File: src/rtl/seg_pkg.sv
package seg_pkg;
    localparam int NUM_SEG_REGS = 4;
    localparam int SEL_W        = $clog2(NUM_SEG_REGS);

    typedef enum logic [SEL_W-1:0] {
        SEL_IBASE  = 2'd0,
        SEL_ILIMIT = 2'd1,
        SEL_DBASE  = 2'd2,
        SEL_DLIMIT = 2'd3
    } seg_sel_e;

    typedef enum logic {
        CFG_IDLE   = 1'b0,
        CFG_REJECT = 1'b1
    } cfg_state_e;
endpackage

File: src/rtl/csa3_adder.sv
module csa3_adder #(
    parameter int W = 32
) (
    input  logic [W-1:0] op_a,
    input  logic [W-1:0] op_b,
    input  logic [W-1:0] op_c,
    output logic [W-1:0] sum
);
    logic [W-1:0] part_sum;
    logic [W-2:0] part_carry;

    for (genvar i = 0; i < W; i++) begin : g_bit
        assign part_sum[i] = op_a[i] ^ op_b[i] ^ op_c[i];
        if (i < W - 1) begin : g_carry
            assign part_carry[i] = (op_a[i] & op_b[i]) | (op_a[i] & op_c[i]) | (op_b[i] & op_c[i]);
        end
    end

    // single carry-propagate stage; carry out of the top bit is dropped
    assign sum = part_sum + {part_carry, 1'b0};
endmodule

File: src/rtl/seg_cfg_regs.sv
module seg_cfg_regs
    import seg_pkg::*;
#(
    parameter int W = 32
) (
    input  logic             clk,
    input  logic             rst_n,
    input  logic             kernel_mode,
    input  logic             cfg_we,
    input  logic [SEL_W-1:0] cfg_sel,
    input  logic [W-1:0]     cfg_wdata,
    output logic [W-1:0]     cfg_rdata,
    output logic             priv_err,
    output logic [W-1:0]     ibase,
    output logic [W-1:0]     ilimit,
    output logic [W-1:0]     dbase,
    output logic [W-1:0]     dlimit
);
    logic [NUM_SEG_REGS-1:0][W-1:0] regs_q;
    cfg_state_e st_q, st_d;
    logic user_write;

    assign user_write = cfg_we && !kernel_mode;

    always_ff @(posedge clk or negedge rst_n) begin
        if (!rst_n) begin
            regs_q <= '0;
        end else if (cfg_we && kernel_mode) begin
            for (int r = 0; r < NUM_SEG_REGS; r++) begin
                if (cfg_sel == SEL_W'(r)) regs_q[r] <= cfg_wdata;
            end
        end
    end

    always_ff @(posedge clk or negedge rst_n) begin
        if (!rst_n) st_q <= CFG_IDLE;
        else        st_q <= st_d;
    end

    always_comb begin
        st_d = st_q;
        unique case (st_q)
            CFG_IDLE:   st_d = user_write ? CFG_REJECT : CFG_IDLE;
            CFG_REJECT: st_d = user_write ? CFG_REJECT : CFG_IDLE;
            default:    st_d = CFG_IDLE;
        endcase
    end

    always_comb begin
        priv_err  = (st_q == CFG_REJECT);
        cfg_rdata = kernel_mode ? regs_q[cfg_sel] : '0;
    end

    assign ibase  = regs_q[SEL_IBASE];
    assign ilimit = regs_q[SEL_ILIMIT];
    assign dbase  = regs_q[SEL_DBASE];
    assign dlimit = regs_q[SEL_DLIMIT];
endmodule

File: src/rtl/seg_limit_unit.sv
module seg_limit_unit #(
    parameter int W       = 32,
    parameter bit USE_CSA = 1'b0
) (
    input  logic         valid,
    input  logic [W-1:0] op_a,
    input  logic [W-1:0] op_b,
    input  logic [W-1:0] base,
    input  logic [W-1:0] limit,
    output logic         req_valid,
    output logic         fault,
    output logic [W-1:0] paddr
);
    logic [W-1:0] logical;
    logic         over;

    assign logical = op_a + op_b;
    assign over    = (logical >= limit);

    if (USE_CSA) begin : g_csa
        csa3_adder #(.W(W)) u_csa (
            .op_a (op_a),
            .op_b (op_b),
            .op_c (base),
            .sum  (paddr)
        );
    end else begin : g_plain
        assign paddr = logical + base;
    end

    assign fault     = valid && over;
    assign req_valid = valid && !over;
endmodule

File: src/rtl/seg_xlate_top.sv
module seg_xlate_top
    import seg_pkg::*;
#(
    parameter int W = 32
) (
    input  logic             clk,
    input  logic             rst_n,
    input  logic             kernel_mode,
    input  logic             cfg_we,
    input  logic [SEL_W-1:0] cfg_sel,
    input  logic [W-1:0]     cfg_wdata,
    output logic [W-1:0]     cfg_rdata,
    output logic             priv_err,
    input  logic             if_valid,
    input  logic [W-1:0]     if_pc,
    output logic             if_req_valid,
    output logic [W-1:0]     if_paddr,
    output logic             if_fault,
    input  logic             d_valid,
    input  logic [W-1:0]     d_rs,
    input  logic [W-1:0]     d_imm,
    output logic             d_req_valid,
    output logic [W-1:0]     d_paddr,
    output logic             d_fault
);
    logic [W-1:0] ibase_w, ilimit_w, dbase_w, dlimit_w;

    seg_cfg_regs #(.W(W)) u_regs (
        .clk         (clk),
        .rst_n       (rst_n),
        .kernel_mode (kernel_mode),
        .cfg_we      (cfg_we),
        .cfg_sel     (cfg_sel),
        .cfg_wdata   (cfg_wdata),
        .cfg_rdata   (cfg_rdata),
        .priv_err    (priv_err),
        .ibase       (ibase_w),
        .ilimit      (ilimit_w),
        .dbase       (dbase_w),
        .dlimit      (dlimit_w)
    );

    seg_limit_unit #(.W(W), .USE_CSA(1'b0)) u_fetch (
        .valid     (if_valid),
        .op_a      (if_pc),
        .op_b      ('0),
        .base      (ibase_w),
        .limit     (ilimit_w),
        .req_valid (if_req_valid),
        .fault     (if_fault),
        .paddr     (if_paddr)
    );

    seg_limit_unit #(.W(W), .USE_CSA(1'b1)) u_data (
        .valid     (d_valid),
        .op_a      (d_rs),
        .op_b      (d_imm),
        .base      (dbase_w),
        .limit     (dlimit_w),
        .req_valid (d_req_valid),
        .fault     (d_fault),
        .paddr     (d_paddr)
    );
endmodule

File: config.mk
export PLATFORM = sky130hd
export DESIGN_NAME = seg_xlate_top
export DESIGN_NICKNAME = d
export VERILOG_FILES = /design/src/rtl/seg_pkg.sv /design/src/rtl/csa3_adder.sv /design/src/rtl/seg_cfg_regs.sv /design/src/rtl/seg_limit_unit.sv /design/src/rtl/seg_xlate_top.sv
export SDC_FILE = /design/constraint.sdc
export NUM_CORES = 1
export LEC_CHECK = 0
export BUFFER_PORTS_ARGS = -buffer_cell sky130_fd_sc_hd__clkbuf_2
export CORE_MARGIN = 2
export CORE_UTILIZATION = 52
export DETAILED_ROUTE_END_ITERATION = 10
export PLACE_DENSITY = 0.75
export SLEW_MARGIN = 5
export SYNTH_ARGS = -nofsm -noshare
export SYNTH_HDL_FRONTEND = slang
export SYNTH_SLANG_ARGS = --single-unit
File: constraint.sdc
create_clock -name clk -period 3.3 [get_ports clk]
set_clock_uncertainty 0.1 [all_clocks]
set_input_delay 0 -clock clk [delete_from_list [all_inputs] [get_ports clk]]
set_output_delay 0 -clock clk [all_outputs]
set_load 0.02 [all_outputs]
==> results summary, run 1 <==
The cell area after layout is 0.01708 mm2. The total power per unit cell area is around 660 mW/mm2. The total CTS buffers is 17. The most used flip-flop cell after synthesis is sky130_fd_sc_hd__dfrtp_1. The residual overflow from global routing came out at 0. After clock tree synthesis, the clock-pin slew on the worst setup and hold paths is around 0.060 ns.

The start-to-end type of the worst setup path is reg2out. The clock tree from TritonCTS is yes. The synthesis-to-layout area growth came out at 32.04%.

The H-tree depth reported by CTS came out at 4. For the worst setup path, the data required time is between 3 and 4 ns. The signal on the critical path passes through fa_1 -> ha_2 -> inv_2 -> fa_2 -> and2b_1 -> o21ai_2 -> o2bb2ai_2 -> o311a_1 -> o31a_1 -> o21ai_2 -> buf_6 -> o311ai_1 -> buf_4. The met3 layer wire length in the routed design came out at between 2000 and 2500 um. The worst min-delay path category is in2reg. The slew of the pin with the lowest slew margin came out at a little over 1 ns. The detailed-route wire length on metal 1 came out at approximately 15,000 um. The data arrival time of the critical path came out at roughly 3.7 ns. The highest ir drop seen on vdd is around 470 uV. The most instantiated library cell after synthesis is sky130_fd_sc_hd__ha_1. The post-route worst setup slack is -0.4970 ns. Counting along the longest clock path gives a buffer depth of 2. The wire length of the first global-routing pass came out at just over 60,000 um.

The starting density of the core is between 50% and 60%. The routed design has 38,140 um of wire. The die area came out at between 0.02 and 0.03 mm2. The run finished, with violations left. For this design the top-level I/O count stands at 237.

The post-synthesis net count came out at between 1,500 and 2,000. Summed over all cells, the static leakage comes to around 0.0084 uW. The sequential cells in the finished layout cover a total of 0.003231 mm2. The final max-slew violation count is 0. The routed design could run at a clock period as short as roughly 3.8 ns. The share of the clock period used by the worst path after layout is 115.1%.

Dividing the detail-routed wire length by the instance count gives approximately 18 um. Yosys mapped a number of flops with a built-in enable equal to 0. For this run, the register share of the synthesized area comes to 24.95%.

The share of the synthesized area in the top cell type came out at between 20% and 30%. Power comes to roughly 11,000 uW. The maximum fanout along the worst path came out at 3. The number of global-route vias before repair is around 12,000. The placement row count is 57.

The nature of the critical path endpoint is a primary output. Across all layers, the routed design uses approximately 12,000 vias. In this run the tightest slew margin relative to its limit is between 30% and 40%. The number of fill cells in the layout is between 1,500 and 2,000. The ratio of cells with drive above 1 in the final layout came out at 38.20%. The top achievable clock speed is 263.4 MHz.

The top layer used by detailed routing is met4. The number of search-and-repair iterations in the first detailed-routing pass is 5. The number of buffers inserted by port buffering came out at about 240.

For this run, the slowest stage of the critical path takes 0.52 ns. Once placement finished, the instance area stood at 0.01545 mm2. In the global route stage, overall resource usage came out at 29.21%. The post-route antenna net violation count is 0. The die span in y is 161.7 um.

The count of final setup violators is 23. The congestion estimate from routability-driven global placement came to approximately 0.9. In the synthesized netlist, the cells that appear most often are sky130_fd_sc_hd__ha_1, sky130_fd_sc_hd__dfrtp_1, sky130_fd_sc_hd__mux2_2.

The DRC violation count after routing came out at 0. The checks that failed: negative setup slack. Clock latency on the worst-skew pair, taken at its later pin, is between 0.4 and 0.5 ns. The average via count per standard cell came out at around 5.8. The slowest stage cell on the critical path is sky130_fd_sc_hd__fa_1. Yosys printed 0 warnings.

A synthesized cell averages about 9.7 um2. The worst setup path is launched from a flip-flop. The tree is rooted in a sky130_fd_sc_hd__clkbuf_16. In the final layout, the multi-input gates occupy 0.009583 mm2.

The tool flagged a number of max-cap violations equal to 0. Setup repair after global routing could not meet its margin everywhere. The distinct cell type count of the synthesized netlist is between 60 and 70. The half-perimeter wire length after detailed placement is just under 30,000 um. The total count of hold-check failures in the final report came out at 0. For this block, the initial DRC count from the detailed router was 640. Clock tree synthesis found a total of roughly 130 sinks.

Synthesis handed over a netlist of around 1,300 instances. The worst setup slack before clock tree synthesis is -0.6537 ns. The final net count came out at 2,054. The number of antenna violations at the first check in global routing is 0. The aggregate negative setup slack came out at -6.070 ns. Measured along the x axis, the die boundary spans roughly 160 um. The core occupancy in the finished layout is a little over two thirds. The met2 routed wirelength came out at 19,840 um. In this run the cell area of the synthesized design comes to around 0.013 mm2. By area the synthesized netlist is led by sky130_fd_sc_hd__dfrtp_1, sky130_fd_sc_hd__ha_1, sky130_fd_sc_hd__mux2_2. The number of flip-flops and latches in the synthesized netlist is about 130. The biggest area contributor in the post-synthesis netlist is sky130_fd_sc_hd__dfrtp_1. The maximum number of pins on one net before global-route repair is 80. The proportion of synthesized flip-flops having asynchronous set or reset came out at 100.0%. The cell repeated most along the worst path is sky130_fd_sc_hd__o21ai_2. The region available for standard cell placement spans ~0.024 mm2. The number of antenna diodes came out at 0.
-- through the flow --
stage | hold WS, ns | instances
floorplan | -0.3956 | 1329
finish | 0.06896 | 2065
global placement | 0.1188 | 1983
detailed placement | 0.1400 | 1983
global route | 0.04748 | 2065
CTS | 0.02749 | 2061
-- final cells by class --
type / instances / area share [%]
Clock buffer: 17 / 2.490
Clock inverter: 15 / 0.9376
Inverter: 109 / 2.395
Multi-Input combinational cell: 1044 / 56.10
Sequential cell: 129 / 18.91
Tap cell: 324 / 2.373
Timing Repair Buffer: 427 / 16.79
-- critical path: cells and delay by family, from the launching register on --
family | cells | cell delay, ns
and+or+nand+nor | 1 | 0.21
AOI/OAI and AO/OA | 6 | 1.26
adders and majority gates | 3 | 1.03
DFF | 1 | 0.39
buffers and inverters | 3 | 0.39
-- metal layers --
| layer | global-route usage [%] | vias up |
|---|---|---|
| li1 | - | 5656 |
| met1 | 35.52 | 5808 |
| met2 | 52.56 | 394 |
| met3 | 4.392 | 70 |
| met4 | 10.82 | 0 |
| met5 | 0 | - |
-- what timing repair did --
item,in CTS,in global routing
endpoints found under the setup margin,28,31
resized for setup,105,52
hold endpoints to repair,207,0
buffers inserted,12,4
hold buffers,34,0
pin swaps,46,17
-- logic make-up (layout without fill, tap and decap cells) --
family,count (synthesis),after routing,share of synthesized area (%)
AO/OA/AOI/OAI,346,346,17.30
XOR/XNOR,86,86,5.823
adder cells (fa/ha/maj),190,190,20.35
buffers and inverters,156,568,4.575
flip-flops,129,129,24.95
multiplexers,159,159,16.63
AND/OR/NAND/NOR,263,263,10.37
-- path summary, 6_finish.rpt --
check / slack (ns) / from / depth (start not counted) / endpoint
max in group asynchronous: 2.02 / rst_n / 3 / u_regs.dbase[17]
hold / removal: 0.07 / kernel_mode / 3 / u_regs.priv_err
min in group asynchronous: 0.23 / rst_n / 2 / u_regs.ilimit[1]
hold reg to reg: 0.43 / u_regs.dlimit[20] / 1 / u_regs.dlimit[20]
setup reg to reg: 2.04 / u_regs.dbase[1] / 4 / u_regs.dbase[1]
setup / recovery: -0.50 / u_regs.dbase[1] / 13 / d_paddr[27]
-- flip-flops by register name, indices dropped and copies added (netlist names) --
name,flops
u_regs.dbase,32
u_regs.priv_err,1
u_regs.ibase,32
u_regs.dlimit,32
u_regs.ilimit,32
-- report_power, final --
part | leakage, uW | total [uW] | switching [uW] | internal (uW)
registers | 0.00155 | 2310 | 377 | 1930
logic | 0.00659 | 7150 | 3750 | 3400
clock network | 0.000284 | 1870 | 756 | 1120
total | 0.00842 | 11300 | 4890 | 6450
-- layout by cell type, fill, tap and decap left out, drive strengths merged, types with 12 or more instances in the layout --
cell / n
clkbuf: 233
buf: 177
ha: 156
dfrtp: 129
mux2: 127
inv: 111
a21oi: 105
a21o: 72
o21ai: 64
xnor2: 57
nor2: 56
nand2: 55
and2: 38
dlygate4sd3: 34
fa: 34
mux4: 32
xor2: 29
nand3: 24
nand4: 22
nor3: 18
o21bai: 16
o21a: 14
a31oi: 14
nand2b: 12
Power figures use the tool's default switching activity.
==> inputs of run 2 (changes only) <==
--- a/config.mk
+++ b/config.mk
@@ -9,7 +9,9 @@
 export CORE_MARGIN = 2
 export CORE_UTILIZATION = 52
 export DETAILED_ROUTE_END_ITERATION = 10
+export GPL_ROUTABILITY_DRIVEN = 0
 export PLACE_DENSITY = 0.75
+export SETUP_SLACK_MARGIN = 0.02
 export SLEW_MARGIN = 5
 export SYNTH_ARGS = -nofsm -noshare
 export SYNTH_HDL_FRONTEND = slang
==> results summary, run 2 (synthesized netlist as in run 1, its figures left out) <==
The startpoint of the worst register-to-register path is u_regs.dbase[2]. The maximum clock insertion buffer count is 2. The portion of total power attributed to sequential cells is about a fifth. In this run, the number of DRC markers left after iteration 0 of detailed routing was 827. Entering global routing, the biggest net connects a little over 70 pins.

The final net count came out at 2,046. The endpoint identified for the worst register-to-register timing path is u_regs.dbase[2]. The most critical setup path has its startpoint at u_regs.dbase[1].

The slowest stage of the critical path belongs to the cell sky130_fd_sc_hd__fa_1. The clock network latency to the later pin of the worst-skew pair is approximately 0.42 ns. The met3 layer wire length in the routed design came out at 2402 um. The cell-internal power came out at between 6000 and 7000 uW. The most frequent standard cell in the layout excluding fill and tap cells is sky130_fd_sc_hd__clkbuf_2. STA classifies the critical path startpoint as a flip-flop. The average via count per standard cell came out at 5.812. The core occupancy in the finished layout came out at between 70 and 80%. Across every metal layer, demand over resource in global routing totals between 20% and 30%. The final worst hold slack came out at a little over 0.09 ns. Signal routing reaches up to met4.

The count of cells in the finished layout, fillers not included, comes to roughly 2,100. The area of the multi-input gates is between 0.009 and 0.01 mm2. The number of placed cells counting well taps came out at 1,970. The placement row count is between 50 and 60. The number of search-and-repair iterations in the first detailed-routing pass came out at 5.

The top achievable clock speed came out at 261.7 MHz. Overall power consumption after layout is estimated at around 11,000 uW. The share of total power dissipated in the clock network is ~17%. The detailed-route wire length per cell came out at approximately 19 um. The core area is 0.02439 mm2. The count of nets left with antenna violations once routing finished came out at 0.

The worst-case IR drop observed on VDD is ~660 uV. The DRC violation count after routing came out at 0. The total routed wirelength came out at 38,570 um. The worst-case headroom to the max-slew limit is between 30% and 40%. The shortest clock period the worst path allows after layout is 3.822 ns. The hold path endpoint is u_regs.priv_err. The max-capacitance violation count is 0. The residual overflow from global routing is 0. The tightest min-delay check is of the in2reg type. The switching fraction of total power came out at 42.70%. The number of antenna diodes came out at 0. The H-tree depth reported by CTS is 4. The post-route worst setup slack is -0.5215 ns. The wire length of the first global-routing pass is between 60,000 and 70,000 um. The switching component of the power is between 4000 and 5000 uW.

Once the floorplan was initialized, standard cells occupied between 50% and 60% of the core. The startpoint identified for the worst hold timing path is kernel_mode. The share of the clock period used by the worst path after layout is 115.8%. The ratio of cells with drive above 1 in the final layout is 38.26%. Clock tree synthesis inserted a total of 17 buffers. In the detailed route, the total length drawn on met2 is about 20,000 um.

The final reports fail on negative setup slack. At the pin with the least slew margin, the transition time is 0.9307 ns. The nature of the critical path endpoint is a primary output. 237 I/O pins were placed. TritonCTS built the clock tree.

Setup violations remaining at the end of the flow were counted as 24. The clock slew seen by the registers of the worst setup and hold paths is 0.06 ns. The combined flip-flop and latch cell area came out at between 0.003 and 0.004 mm2.

In this design, the largest share of critical-path delay is due to compound AO/OA/AOI/OAI gates. The half-perimeter wire length after detailed placement is 29,560 um. For this block, wires on met1 add up to around 15,000 um. The number of buffers inserted by port buffering came out at between 200 and 250. The die area is 0.02616 mm2. The number of clock sinks is 129.

Clock tree synthesis selected as its root buffer the cell sky130_fd_sc_hd__clkbuf_16. The total leakage power came out at between 0.008 and 0.009 uW. The total count of hold-check failures in the final report came out at 0. In this run the register-to-register setup slack is roughly 2.1 ns. The total vias in the final route came out at between 10,000 and 15,000. The required arrival time at the worst endpoint is 3.20 ns. Dividing total power by cell area gives a power density of between 600 and 700 mW/mm2. From left edge to right edge, the die measures 161.7 um.

In the layout the commonest cells are sky130_fd_sc_hd__clkbuf_2, sky130_fd_sc_hd__buf_4, sky130_fd_sc_hd__ha_1. The logic depth of the worst register-to-register path is 3. On the worst path, the slowest cell contributes a delay of ~0.50 ns.

The number of cells traversed by the worst hold path is 3. Traced cell by cell, the critical path runs through fa_1 -> ha_2 -> inv_2 -> fa_2 -> and2b_1 -> o21ai_2 -> o2bb2ai_4 -> o31a_1 -> o41ai_4 -> o21ai_2 -> o31a_1 -> xnor2_2 -> clkbuf_8. The data arrival time of the critical path came out at ~3.7 ns. The aggregate negative setup slack came out at -5.414 ns. The number of antenna violations at the first check in global routing is 1.

In this run the worst path has a maximum fanout of 3. Relative to the synthesized area, the layout overhead comes to 32.14%. The die span in y came out at 161.7 um. The flow ran to the end, but the final reports show violations. Of the total power, combinational logic draws between 60% and 70%. Setup repair after global routing could not meet its margin everywhere. The final max-slew violation count came to 0. The critical path contains buffers and inverters numbering 2 combined. The number of fill cells in the layout is 1,822. The number of global-route vias before repair is about 12,000. The critical path in this run is classified as reg2out.
[run 2: how the worst max path moves through the flow]
stage,to,depth (start not counted)
6_report,d_paddr[29],13
3_3_place_gp,d_req_valid,20
5_1_grt,d_paddr[29],13
3_5_place_dp,d_req_valid,21
2_1_floorplan,d_paddr[29],12
4_1_cts,d_paddr[29],13
[run 2: timing repair]
action | 4_1_cts | 5_1_grt
pin swaps | 41 | 39
setup buffers | 14 | 11
endpoints found under the setup margin | 28 | 34
hold buffers | 34 | 0
resized for setup | 87 | 81
hold endpoints to repair | 199 | 0
[run 2: stage by stage]
stage	area [um2]	worst slack (ns)
6_report	17090	-0.5215
5_1_grt	17090	-0.6212
4_1_cts	16780	-0.5903
3_5_place_dp	15370	-0.5538
3_3_place_gp	15370	-0.4126
2_1_floorplan	12960	0.007558
[run 2: power by group through the flow]
stage / logic, uW / clock network, uW / registers [uW]
2_1_floorplan: 4320 / 0 / 2140
3_3_place_gp: 6120 / 0 / 2310
3_5_place_dp: 6250 / 0 / 2330
4_1_cts: 6840 / 1940 / 2310
5_1_grt: 7870 / 2030 / 2340
6_report: 7240 / 1930 / 2310
[run 2: tightest hold or removal path, delay by kind of cell]
family	cells	cell delay, ns
buffers and inverters	2	0.40
AND/OR/NAND/NOR	1	0.14
[run 2: per-layer routing]
layer,vias up,global-route usage [%]
met5,-,0
met2,445,53.85
met3,76,4.520
met1,5805,35.14
li1,5629,-
met4,0,9.654
[run 2: layout make-up]
type	count	area share (%)
multi-input cells	1044	56.26
flip-flops and latches	129	18.90
repair buffers	419	16.53
clock buffers	20	2.613
inverters	109	2.393
well taps	324	2.372
clock inverters	12	0.9369
==> inputs of run 3 (changes only) <==
--- a/config.mk
+++ b/config.mk
@@ -10,7 +10,7 @@
 export CORE_UTILIZATION = 52
 export DETAILED_ROUTE_END_ITERATION = 10
 export GPL_ROUTABILITY_DRIVEN = 0
-export PLACE_DENSITY = 0.75
+export PLACE_DENSITY_LB_ADDON = 0.3
 export SETUP_SLACK_MARGIN = 0.02
 export SLEW_MARGIN = 5
 export SYNTH_ARGS = -nofsm -noshare
==> results summary, run 3 (synthesized netlist as in run 1, its figures left out) <==
Hold timing on the final database bottoms out at a slack of 0.05073 ns. Among all stages on the critical path, the largest delay is contributed by sky130_fd_sc_hd__fa_1. The half-perimeter wire length after detailed placement came out at 28,880 um. Walking the worst path, the cells encountered are fa_1 -> ha_2 -> inv_2 -> fa_2 -> and2b_1 -> o21ai_2 -> o2bb2ai_2 -> o311a_1 -> o31a_1 -> o211ai_1 -> a21oi_2 -> xnor2_2 -> buf_4. The I/O pin count is around 240. The clock tree root buffer cell is sky130_fd_sc_hd__clkbuf_16. The source of the critical timing path is u_regs.dbase[1]. The worst-case register-to-register setup slack is roughly 2.1 ns. The total routed wirelength is 38,020 um. The critical path crosses 13 cells after its start point. The max-capacitance violation count came out at 0. The die is about 160 um wide. The die span in y is roughly 160 um. Setup repair after global routing could not meet its margin everywhere. The placement row count came out at 57. The clock slew seen by the registers of the worst setup and hold paths came out at 0.06 ns.

The detailed-route wire length per cell came out at between 15 and 20 um. The number of antenna violations at the first check in global routing came out at 1. The maximum single-stage delay on the critical path is approximately 0.5 ns. Measured against its own limit, the worst slew margin works out to 47.07%.

The post-route antenna net violation count came out at 0. The maximum number of pins on one net before global-route repair is 130. The worst setup path endpoint is d_paddr[31]. The post-route worst setup slack is -0.4663 ns.

In this run the deepest clock path goes through 2 buffers. Among cell families on the critical path, the largest total delay comes from compound AO/OA/AOI/OAI gates. The total CTS buffers came out at 17. The total vias in the final route came out at 11,810. The end of the worst register-to-register path is u_regs.dbase[2].

Cells fill between 70% and 80% of the core in the end. The core area is ~0.024 mm2. The number of search-and-repair iterations in the first detailed-routing pass is 5.

Port buffering added around 240 buffers. At the pin with the least slew margin, the transition time is around 0.79 ns. Data arrives at the worst endpoint at between 3 and 4 ns.

STA classifies the critical path startpoint as a flip-flop. The die covers 0.02616 mm2. The final max-slew violation count is 0. The maximum fanout along the worst path came out at 3. The final reports fail on negative setup slack. The highest ir drop seen on vdd came out at between 500 and 600 uV. After detailed placement, the design holds a cell count of roughly 2,000. The H-tree depth reported by CTS came out at 4. The ratio of cells with drive above 1 in the final layout came out at 38.27%. The logic depth of the worst register-to-register path came out at 3. Leaving out fill and tap cells, the most frequent cell in the layout is sky130_fd_sc_hd__clkbuf_2. The number of cells traversed by the worst hold path came out at 3. The residual overflow from global routing came out at 0. The critical path buffer and inverter count came out at 2. The total leakage power came out at 0.008413 uW. The count of routing violations after the opening detailed-route iteration came out at 657. The total power per unit cell area is about 660 mW/mm2.

Using the TritonRoute via totals, the vias-per-cell ratio works out to ~5.7. In the layout the commonest cells are sky130_fd_sc_hd__clkbuf_2, sky130_fd_sc_hd__buf_4, sky130_fd_sc_hd__ha_1. CTS saw roughly 130 sinks. In the routed design, unresolved DRC markers number 0.

Of the available clock period, the critical path in the final layout requires 114.1%. The flow ran to the end, but the final reports show violations. The total count of hold-check failures in the final report is 0. STA classifies the critical path endpoint as a primary output.

By startpoint and endpoint, the worst setup path is classified as reg2out. The global-route total usage across every layer is 28.62%. The first global-routing pass estimated about 60,000 um of wire. The number of fill cells in the layout came out at between 1,500 and 2,000. For the worst setup path, the data required time is roughly 3.2 ns. Compared with the post-synthesis result, the final layout area differs by 32.03%. The finished layout holds slightly above 2,000 standard cells, fillers aside. The worst min-delay path category is in2reg.

The shortest clock period the worst path allows after layout came out at roughly 3.8 ns. TritonCTS built the clock tree. In the final design database the tool counted roughly 2,000 nets. The number of global-route vias before repair was 12,040.

The clock network latency to the later pin of the worst-skew pair came out at 0.40 ns. The starting density of the core came out at 53.04%. Setup violations remaining at the end of the flow were counted as 20. The top achievable clock speed is around 270 MHz. The worst register-to-register path begins at u_regs.dbase[2].
-- run 3: cell types whose count changed in the layout (fill, tap and decap cells not counted), sizes merged --
cell      change
buf           -4
clkinvlp      -2
clkbuf        +4
clkinv        +3
bufinv        +1
diode         +1
-- run 3: worst register-to-register path, delay by kind of cell (launching register included) --
kind | cells | cell delay (ns)
flops | 1 | 0.42
mux | 1 | 0.26
buf+inv | 2 | 0.29
-- run 3: how the worst min path moves through the flow --
stage	start	endpoint	slack (ns)
5_1_grt	kernel_mode	u_regs.priv_err	0.08
3_5_place_dp	rst_n	u_regs.ibase[1]	0.07
6_report	kernel_mode	u_regs.priv_err	0.05
4_1_cts	kernel_mode	u_regs.priv_err	0.02
2_1_floorplan	rst_n	u_regs.dbase[0]	-0.40
3_3_place_gp	rst_n	u_regs.ibase[1]	0.05
-- run 3: report_power, final --
part / total (uW) / internal [uW] / leakage (uW) / switching [uW]
Clock: 1970 / 1260 / 0.000300 / 711
Combinational: 7070 / 3340 / 0.00657 / 3730
Sequential: 2310 / 1930 / 0.00155 / 377
-- run 3: per-stage QoR --
stage               setup slack (ns)  instance area (um2)  setup TNS [ns]  total power [uW]
floorplan                   0.007558                12960               0              6465
global placement             -0.4225                15370          -1.693              8436
detailed placement           -0.6077                15370          -2.510              8575
CTS                          -0.5830                16830          -5.079             11120
global route                 -0.5862                17080          -8.293             12130
finish                       -0.4663                17080          -5.130             11350
-- run 3: cell type report --
cell class / instances / area (um2) / share of cell area, %
Timing Repair Buffer: 421 / 2814 / 16.48
Sequential cell: 129 / 3232 / 18.92
Clock inverter: 14 / 190.2 / 1.113
Multi-Input combinational cell: 1044 / 9598 / 56.19
Inverter: 109 / 409.1 / 2.395
Clock buffer: 18 / 429.2 / 2.513
Tap cell: 324 / 405.4 / 2.373
Antenna cell: 1 / 2.502 / 0.01465
-- run 3: per-layer routing --
layer / vias up / share of wire, % / wire, um / GRT usage, %
met3: 71 / 4.9 / 1845 / 3.601
li1: 5632 / - / - / -
met1: 5722 / 40 / 15150 / 34.49
met5: - / 0 / 0 / 0
met4: 0 / 3.3 / 1257 / 10.22
met2: 383 / 52 / 19760 / 52.56
-- run 3: timing repair --
action	CTS	global route
gates resized for setup	99	62
pin swaps	53	29
setup buffers	13	11
endpoints found under the hold margin	258	0
hold buffers	34	0
endpoints found under the setup margin	30	32
